==> src/rtl/pic_pkg.sv <==
package pic_pkg;
   localparam int DATA_W = 8;

   localparam logic [DATA_W-1:0] CMD_SEL_PEND = 8'h0A;
   localparam logic [DATA_W-1:0] CMD_SEL_SERV = 8'h0B;
   localparam logic [DATA_W-1:0] CMD_POLL     = 8'h0C;
   localparam logic [DATA_W-1:0] CMD_EOI      = 8'h20;

   typedef enum logic {
      RD_PEND = 1'b0,
      RD_SERV = 1'b1
   } rdsel_e;

   typedef enum logic {
      ACK_FIRST  = 1'b0,
      ACK_SECOND = 1'b1
   } ackph_e;
endpackage

==> src/rtl/pic_prio_resolver.sv <==
// Lowest-index-first selector; STYLE picks ripple chain (0) or two's complement (1).
module pic_prio_resolver #(
   parameter int W     = 8,
   parameter int STYLE = 0,
   localparam int IW   = (W > 1) ? $clog2(W) : 1
) (
   input  logic [W-1:0]  req,
   output logic [W-1:0]  grant_oh,
   output logic [IW-1:0] grant_idx,
   output logic          any
);
   if (STYLE != 0 && STYLE != 1) begin : g_bad_style
      $error("pic_prio_resolver: STYLE must be 0 or 1");
   end

   if (STYLE == 0) begin : g_ripple
      logic [W-1:0] seen;
      assign seen[0] = 1'b0;
      for (genvar i = 0; i < W; i++) begin : g_bit
         assign grant_oh[i] = req[i] & ~seen[i];
         if (i < W - 1) begin : g_chain
            assign seen[i+1] = seen[i] | req[i];
         end
      end
   end else begin : g_twos
      assign grant_oh = req & (~req + {{(W-1){1'b0}}, 1'b1});
   end

   always_comb begin
      grant_idx = '0;
      for (int i = 0; i < W; i++) begin
         if (grant_oh[i]) grant_idx = grant_idx | IW'(i);
      end
   end

   assign any = |req;
endmodule

==> src/rtl/pic_req_latch.sv <==
// Edge capture of the request lines into the pending register.
module pic_req_latch #(
   parameter int NUM_REQ = 8
) (
   input  logic               clk,
   input  logic               rst_n,
   input  logic [NUM_REQ-1:0] irq_i,
   input  logic [NUM_REQ-1:0] clr_mask,
   output logic [NUM_REQ-1:0] pend_q
);
   logic [NUM_REQ-1:0] irq_prev_q;
   logic [NUM_REQ-1:0] rise;

   assign rise = irq_i & ~irq_prev_q;

   always_ff @(posedge clk or negedge rst_n) begin
      if (!rst_n) begin
         irq_prev_q <= '0;
         pend_q     <= '0;
      end else begin
         irq_prev_q <= irq_i;
         pend_q     <= (pend_q & ~clr_mask) | rise;
      end
   end
endmodule

==> src/rtl/pic_ack_seq.sv <==
// Two-pulse acknowledge sequencer and vector driver.
module pic_ack_seq import pic_pkg::*; #(
   parameter int          IW       = 3,
   parameter logic [7:0]  VEC_BASE = 8'h08
) (
   input  logic          clk,
   input  logic          rst_n,
   input  logic          inta_n_i,
   input  logic [IW-1:0] num,
   output logic          ack_first,
   output logic [7:0]    vec_o,
   output logic          vec_oe_o
);
   logic          inta_prev_q;
   ackph_e        phase_q;
   logic [IW-1:0] num_q;
   logic          fall;
   logic          vec_ev;

   assign fall      = inta_prev_q & ~inta_n_i;
   assign ack_first = fall && (phase_q == ACK_FIRST);
   assign vec_ev    = fall && (phase_q == ACK_SECOND);

   always_ff @(posedge clk or negedge rst_n) begin
      if (!rst_n) begin
         inta_prev_q <= 1'b1;
         phase_q     <= ACK_FIRST;
         num_q       <= '0;
         vec_o       <= '0;
         vec_oe_o    <= 1'b0;
      end else begin
         inta_prev_q <= inta_n_i;
         if (ack_first) begin
            phase_q <= ACK_SECOND;
            num_q   <= num;
         end else if (vec_ev) begin
            phase_q <= ACK_FIRST;
         end
         if (vec_ev) begin
            vec_o    <= {VEC_BASE[7:IW], num_q};
            vec_oe_o <= 1'b1;
         end else if (inta_n_i) begin
            vec_oe_o <= 1'b0;
         end
      end
   end
endmodule

==> src/rtl/pic_cmd_port.sv <==
// Command decode, poll handling and registered readback.
module pic_cmd_port import pic_pkg::*; #(
   parameter int NUM_REQ = 8,
   localparam int IW     = $clog2(NUM_REQ)
) (
   input  logic               clk,
   input  logic               rst_n,
   input  logic               cmd_we_i,
   input  logic               cmd_re_i,
   input  logic [DATA_W-1:0]  cmd_wdata_i,
   input  logic               ack_first,
   input  logic [NUM_REQ-1:0] pend,
   input  logic [NUM_REQ-1:0] serv,
   input  logic               any_pend,
   input  logic [IW-1:0]      num,
   output logic               poll_ack,
   output logic               eoi,
   output logic               poll_armed,
   output logic [DATA_W-1:0]  cmd_rdata_o
);
   rdsel_e            sel_q;
   logic              poll_q;
   logic [DATA_W-1:0] poll_word;
   logic [DATA_W-1:0] plain_word;

   assign poll_armed = poll_q;
   assign poll_ack   = cmd_re_i & poll_q & ~ack_first;
   assign eoi        = cmd_we_i && (cmd_wdata_i == CMD_EOI);

   always_comb begin
      poll_word            = '0;
      poll_word[DATA_W-1]  = any_pend;
      poll_word[IW-1:0]    = num;
      plain_word = (sel_q == RD_SERV) ? DATA_W'(serv) : DATA_W'(pend);
   end

   always_ff @(posedge clk or negedge rst_n) begin
      if (!rst_n) begin
         sel_q       <= RD_PEND;
         poll_q      <= 1'b0;
         cmd_rdata_o <= '0;
      end else begin
         if (poll_ack) begin
            poll_q <= 1'b0;
            sel_q  <= RD_SERV;
         end
         if (cmd_we_i) begin
            case (cmd_wdata_i)
               CMD_SEL_PEND: sel_q  <= RD_PEND;
               CMD_SEL_SERV: sel_q  <= RD_SERV;
               CMD_POLL:     poll_q <= 1'b1;
               default: ;
            endcase
         end
         if (cmd_re_i) begin
            cmd_rdata_o <= poll_ack ? poll_word : plain_word;
         end
      end
   end
endmodule

==> src/rtl/pic_ctrl.sv <==
module pic_ctrl import pic_pkg::*; #(
   parameter int         NUM_REQ    = 8,
   parameter logic [7:0] VEC_BASE   = 8'h08,
   parameter int         PRIO_STYLE = 0,
   localparam int        IW         = $clog2(NUM_REQ)
) (
   input  logic               clk,
   input  logic               rst_n,
   input  logic [NUM_REQ-1:0] irq_i,
   output logic               int_o,
   input  logic               inta_n_i,
   output logic [7:0]         vec_o,
   output logic               vec_oe_o,
   input  logic               cmd_we_i,
   input  logic               cmd_re_i,
   input  logic [7:0]         cmd_wdata_i,
   output logic [7:0]         cmd_rdata_o
);
   if (NUM_REQ < 2 || NUM_REQ > 8 || (1 << IW) != NUM_REQ) begin : g_bad_num
      $error("pic_ctrl: NUM_REQ must be a power of two from 2 to 8");
   end

   localparam logic [IW-1:0] SPUR_NUM = IW'(NUM_REQ - 1);

   logic [NUM_REQ-1:0] pend_q;
   logic [NUM_REQ-1:0] serv_q;
   logic [NUM_REQ-1:0] pend_oh;
   logic [NUM_REQ-1:0] serv_oh;
   logic [IW-1:0]      pend_idx;
   logic [IW-1:0]      serv_idx;
   logic               any_pend;
   logic               any_serv;
   logic [IW-1:0]      num;
   logic               ack_first;
   logic               poll_ack;
   logic               ack_any;
   logic               eoi;
   logic               poll_armed;
   logic [NUM_REQ-1:0] take_mask;
   logic [NUM_REQ-1:0] retire_mask;

   pic_prio_resolver #(.W(NUM_REQ), .STYLE(PRIO_STYLE)) u_pend_prio (
      .req(pend_q), .grant_oh(pend_oh), .grant_idx(pend_idx), .any(any_pend)
   );

   pic_prio_resolver #(.W(NUM_REQ), .STYLE(PRIO_STYLE)) u_serv_prio (
      .req(serv_q), .grant_oh(serv_oh), .grant_idx(serv_idx), .any(any_serv)
   );

   assign num         = any_pend ? pend_idx : SPUR_NUM;
   assign ack_any     = ack_first | poll_ack;
   assign take_mask   = (ack_any && any_pend) ? pend_oh : '0;
   assign retire_mask = (eoi && any_serv) ? serv_oh : '0;
   assign int_o       = any_pend;

   pic_req_latch #(.NUM_REQ(NUM_REQ)) u_req (
      .clk(clk), .rst_n(rst_n), .irq_i(irq_i), .clr_mask(take_mask), .pend_q(pend_q)
   );

   pic_ack_seq #(.IW(IW), .VEC_BASE(VEC_BASE)) u_ack (
      .clk(clk), .rst_n(rst_n), .inta_n_i(inta_n_i), .num(num),
      .ack_first(ack_first), .vec_o(vec_o), .vec_oe_o(vec_oe_o)
   );

   pic_cmd_port #(.NUM_REQ(NUM_REQ)) u_cmd (
      .clk(clk), .rst_n(rst_n), .cmd_we_i(cmd_we_i), .cmd_re_i(cmd_re_i),
      .cmd_wdata_i(cmd_wdata_i), .ack_first(ack_first), .pend(pend_q),
      .serv(serv_q), .any_pend(any_pend), .num(num), .poll_ack(poll_ack),
      .eoi(eoi), .poll_armed(poll_armed), .cmd_rdata_o(cmd_rdata_o)
   );

   always_ff @(posedge clk or negedge rst_n) begin
      if (!rst_n) serv_q <= '0;
      else        serv_q <= (serv_q & ~retire_mask) | take_mask;
   end
endmodule

==> config.mk <==
export PLATFORM = sky130hd
export DESIGN_NAME = pic_ctrl
export DESIGN_NICKNAME = d
export VERILOG_FILES = /design/src/rtl/pic_pkg.sv /design/src/rtl/pic_prio_resolver.sv /design/src/rtl/pic_req_latch.sv /design/src/rtl/pic_ack_seq.sv /design/src/rtl/pic_cmd_port.sv /design/src/rtl/pic_ctrl.sv
export SDC_FILE = /design/constraint.sdc
export NUM_CORES = 1
export LEC_CHECK = 0
export BUFFER_PORTS_ARGS = -buffer_cell sky130_fd_sc_hd__buf_2
export CAP_MARGIN = 0
export CELL_PAD_IN_SITES_DETAIL_PLACEMENT = 0
export CELL_PAD_IN_SITES_GLOBAL_PLACEMENT = 1
export CORE_MARGIN = 5
export CORE_UTILIZATION = 30
export CTS_CLUSTER_DIAMETER = 80
export DETAILED_ROUTE_END_ITERATION = 8
export GPL_ROUTABILITY_DRIVEN = 1
export PLACE_DENSITY_LB_ADDON = 0.12
export SLEW_MARGIN = 20
export SYNTH_ARGS = -nofsm -noshare
export SYNTH_HDL_FRONTEND = slang
export SYNTH_SLANG_ARGS = --single-unit
==> constraint.sdc <==
create_clock -name clk -period 1.7 [get_ports clk]
set_input_delay 0.51 -clock clk [delete_from_list [all_inputs] [get_ports clk]]
set_output_delay 0.51 -clock clk [all_outputs]
set_load 0.02 [all_outputs]
# Yosys cells after proc, flatten, opt, wreduce, memory -nomap -nowiden
# Cells that the tools add are included.
# word_totals
mem_count,0
ram_bits,0
latchBits,0
rom_bits,0
regBits,44
in_bits,21
output_inout_bits,18
word_cells,101
# classes
n_mux,22
div_mod_pow,0
n_lt_le_gt_ge,0
bitwise_logic,55
shifts,0
add_sub_neg,0
mul,0
n_reduce_logical,9
n_eq_ne,4
# ops
op,count
2-to-1 mux 8 bit,4
bitwise AND 8 bit,3
== test 8 x 4 -> 1 bit (second input constant),3
inverter 8 bit,3
bitwise AND 1 bit,17
inverter 1 bit,17
bitwise OR 8 bit,2
OR reduction 8 bit,2
2-to-1 mux 3 bit,5
bitwise OR 1 bit,13
2-to-1 mux 1 bit,10
== test 8 x 6 -> 1 bit (second input constant),1
logical AND 1 bit,5
2-to-1 mux 2 bit,2
nonzero test 2 bit,2
one-hot mux 1 bit (2 select lines),1

# Logic depth before layout (Yosys ltp)
# depth
depth_word,12
mapped_depth,6
depth_no_buf,4

# Cells and area by module
# Synthesis repeated with hierarchy kept, for this count alone.
# hier_totals
cells_unflattened,206
hier_area_um2,2282.2
# by_module_without_submodules
mod,area_each_um2,n_inst,cells_per_inst,seq_area_each_um2
pic_cmd_port,585.6,1,53,250.2
pic_req_latch,560.5,1,40,400.4
pic_ctrl,429.2,1,39,200.2
pic_ack_seq,410.4,1,28,251.5
pic_prio_resolver (u_serv_prio),150.1,1,22,0.0
pic_prio_resolver (u_pend_prio),146.4,1,24,0.0

# Worst setup path after synthesis
# No wires, ideal clock.
# synth_timing
kind,reg2out
from,register u_req.pend_q[2]
to,output port int_o
stages_incl_launch_ff,6
t_arrival_ps,1381
required_time_ps,1190
setup_slack_ps,-191
path_buffers,2
cell_sequence,dfrtp_1 -> buf_6 -> or4_1 -> buf_2 -> nor2_1 -> inv_1
# synth_via
elab_chain_len,1
# synth_lines
element,line_no,rtl
from (decl),pic_req_latch.sv:9,output logic [NUM_REQ-1:0] pend_q
from (signal assigned),pic_req_latch.sv:22,pend_q <= (pend_q & ~clr_mask) | rise;
OR reduction 8 bit,pic_prio_resolver.sv:36,assign any = |req;
to (decl),pic_ctrl.sv:10,"output logic int_o,"
# Every way passes these cells.

# Worst setup path after layout
# layout_timing
from,register u_req.pend_q[5]
to,output port int_o
# The elaborated chain is that of the path after synthesis.

==> out/metrics.cfg <==
[setup_path]
path_max_fanout=2
cp_cell_sequence=or4_4 > nor2_4 > inv_2 > buf_6
end_kind=output port
critical-path-top-delay-family=simple AND/OR/NAND/NOR gates
critPathSlowestCell=or4_4
arrival_ns=1.55
crit_type=reg -> out
path_buf_inv=2
cp.depth=4
cp.required_ns=1.19
start_kind=flop
r2r_slack_ns=-0.22
rr_worst_depth=6
max_stage_delay_ns=0.54

[floorplan]
rows=29
dieArea_sq_um=8388
ios=39
initial_utilization=0.3109
fp.dieW_um=91.59
core_area_sq_um=6422
die_y_um=91.59

[yosys]
async_reset_ff_frac=1.000
synth_cell_types=46
synth_area_leaders=dfrtp_1 54%, o21ai_0 5.3%, inv_1 4.5%, mux2_2 4.5%, mux2i_1 3.0%
synth_seq_cells=44
yosys_warnings=0
ys_top_cells_by_count=43 x dfrtp_1, 24 x inv_1, 21 x o21ai_0
ys.flop_type=dfrtp_1
syn_inst=188
synth_top_area_frac=0.5388
syn_area_per_cell_sq_um=10.62
syn-cell-area_sq_um=1997
yosysMostFrequentCell=dfrtp_1
seq_area_frac_synth=0.5520
synth_top_area_cell=dfrtp_1
synth_edf_count=0

[detailed_routing]
wl_um=4881
detail-route-antenna-nets=0
drt_iter0_markers=47
via_per_inst=4.728
drc_errors=0
vias=1579
dr.pass1.iters=4
routedWlPerCell_um=14.61

[sta]
final_hold_viol_count=0
rsz0062_at_grt=true
finalCriticalPeriod_ns=2.056
maxSlewViolCount=0
setup_viol=14
period_share=1.210
fmax_mhz=486.3
skew_ns=0.009159
setup_slack_ns=-0.3565
whs_ns=0.1668

[run_status]
status=finished, violations left
failed_checks=setup timing

[pwr]
p_leak_nw=1.321
peakVddDrop_v=0.0003308
power_mw=2.489
power_density_nw_per_um2=939.7

[layout]
fin_nets=277
postLayoutCoreUtil=0.4124
n_antenna_cell=0
final_cell_area_sq_um=2649
drive_above_1_share=0.3891
area_growth_pct=32.64
stdcell_count=334

[placed_design]
gp_congestion=0.7888
dp.cells=324
hpwl_um=3898
io_buffers=34
dpl_cell_area_sq_um=2471

[clock_tree]
clk_path_buf_depth=2
clk_pin_slew_ns=0.09
numClockSinks=44
tritoncts=done
clk_latency_ns=0.30
cts_buffers=5
cts-htree-levels=2
cts_root_buf=clkbuf_8

[grt]
overflow=0
grt_usage=0.1237
grt_antenna_before_repair=0
grt_first_pass_wirelength_um=8224
grt_pass1_vias=1658
grt_max_degree=27

[flow_run]
max_cap_violations=0

[worst_hold_path]
hold_path.class=in -> async

-- metrics by stage --
step	TNS [ns]	setup slack [ns]
after global routing	-3.442	-0.4251
final	-2.433	-0.3565
after detailed placement	-1.051	-0.1636
after CTS	-2.422	-0.3708
after floorplan	-0.09278	-0.04945
after global placement	-0.7698	-0.1272
-- area by class of cell --
| class | count | area (sq um) |
|---|---|---|
| sequential | 44 | 1102 |
| clock buffer | 5 | 68.82 |
| tap | 77 | 96.34 |
| multi-input combinational | 112 | 802.0 |
| clock inverter | 3 | 42.54 |
| timing repair buffer | 69 | 446.7 |
| inverter | 24 | 90.09 |
| fill | 645 | 3774 |
-- worst register-to-register path, stage by stage (launching register included) --
cell and delay [ns]:
dfrtp_1 0.38, or4_4 0.56, buf_4 0.16, buf_4 0.14
o22ai_4 0.26, nor4_4 0.07, a22o_1 0.24
-- repair_timing --
item,in CTS,in global routing
gates cloned,0,0
hold buffers,0,0
gates resized for setup,10,5
pin swaps,4,5
buffers inserted,1,1
setup endpoints to repair,14,19
-- power by group --
part           total, mW  switching, mW  internal (mW)
Combinational      0.467          0.261          0.206
Sequential          1.22         0.0668           1.15
Clock              0.807          0.372          0.435
Total               2.49          0.700           1.79
-- layer usage --
metal / wire, um / vias up / track usage / share of wire
met1: 2307 / 756 / 0.1613 / 0.47
met2: 2257 / 33 / 0.1990 / 0.46
met4: 68 / 0 / 0.04146 / 0.014
met5: 0 / - / 0 / 0
met3: 249 / 8 / 0.03223 / 0.051
li1: - / 782 / - / -
-- kinds of logic (layout without fill, tap and decap cells) --
logic type      count (synthesis)  after routing  synth area share
simple gates                   51             51            0.1466
flops                          44             44            0.5520
compound gates                 43             43            0.1454
buf+inv                        35            101           0.07895
mux                            14             14           0.07519
other cells                     1              4          0.001878
-- layout by cell type (no fill, tap or decap), types with 4 or more instances in the layout --
master and n:
dfrtp_1 43, o21ai_1 4, nand2_1 12, buf_4 33
inv_1 23, conb_1 4, nor2_1 7, nand3_1 7
clkbuf_8 5, mux2_2 8, buf_2 33, o21ai_0 17
mux2i_1 6, o31ai_1 4
-- state kept, by name, summed over array words and instances, names as in the netlist --
signal             flops
u_ack.num_q            3
u_cmd.sel_q            1
u_cmd.cmd_rdata_o      8
u_ack.inta_prev_q      1
u_req.irq_prev_q       8
u_cmd.poll_armed       1
u_ack.phase_q          1
serv_q                 8
u_ack.vec_oe_o         1
u_req.pend_q           8
u_ack.vec_o            4
-- path summary, 6_finish.rpt --
check / from / end
worst max register to register: u_req.pend_q[1] / serv_q[3]
min in group clk: irq_i[6] / u_req.irq_prev_q[6]
worst min register to register: u_req.irq_prev_q[0] / u_req.pend_q[0]
worst max-delay path: u_req.pend_q[5] / int_o
worst min-delay path: rst_n / u_ack.vec_o[2]
max in group asynchronous: rst_n / u_cmd.cmd_rdata_o[4]
Power figures use the tool's default switching activity.
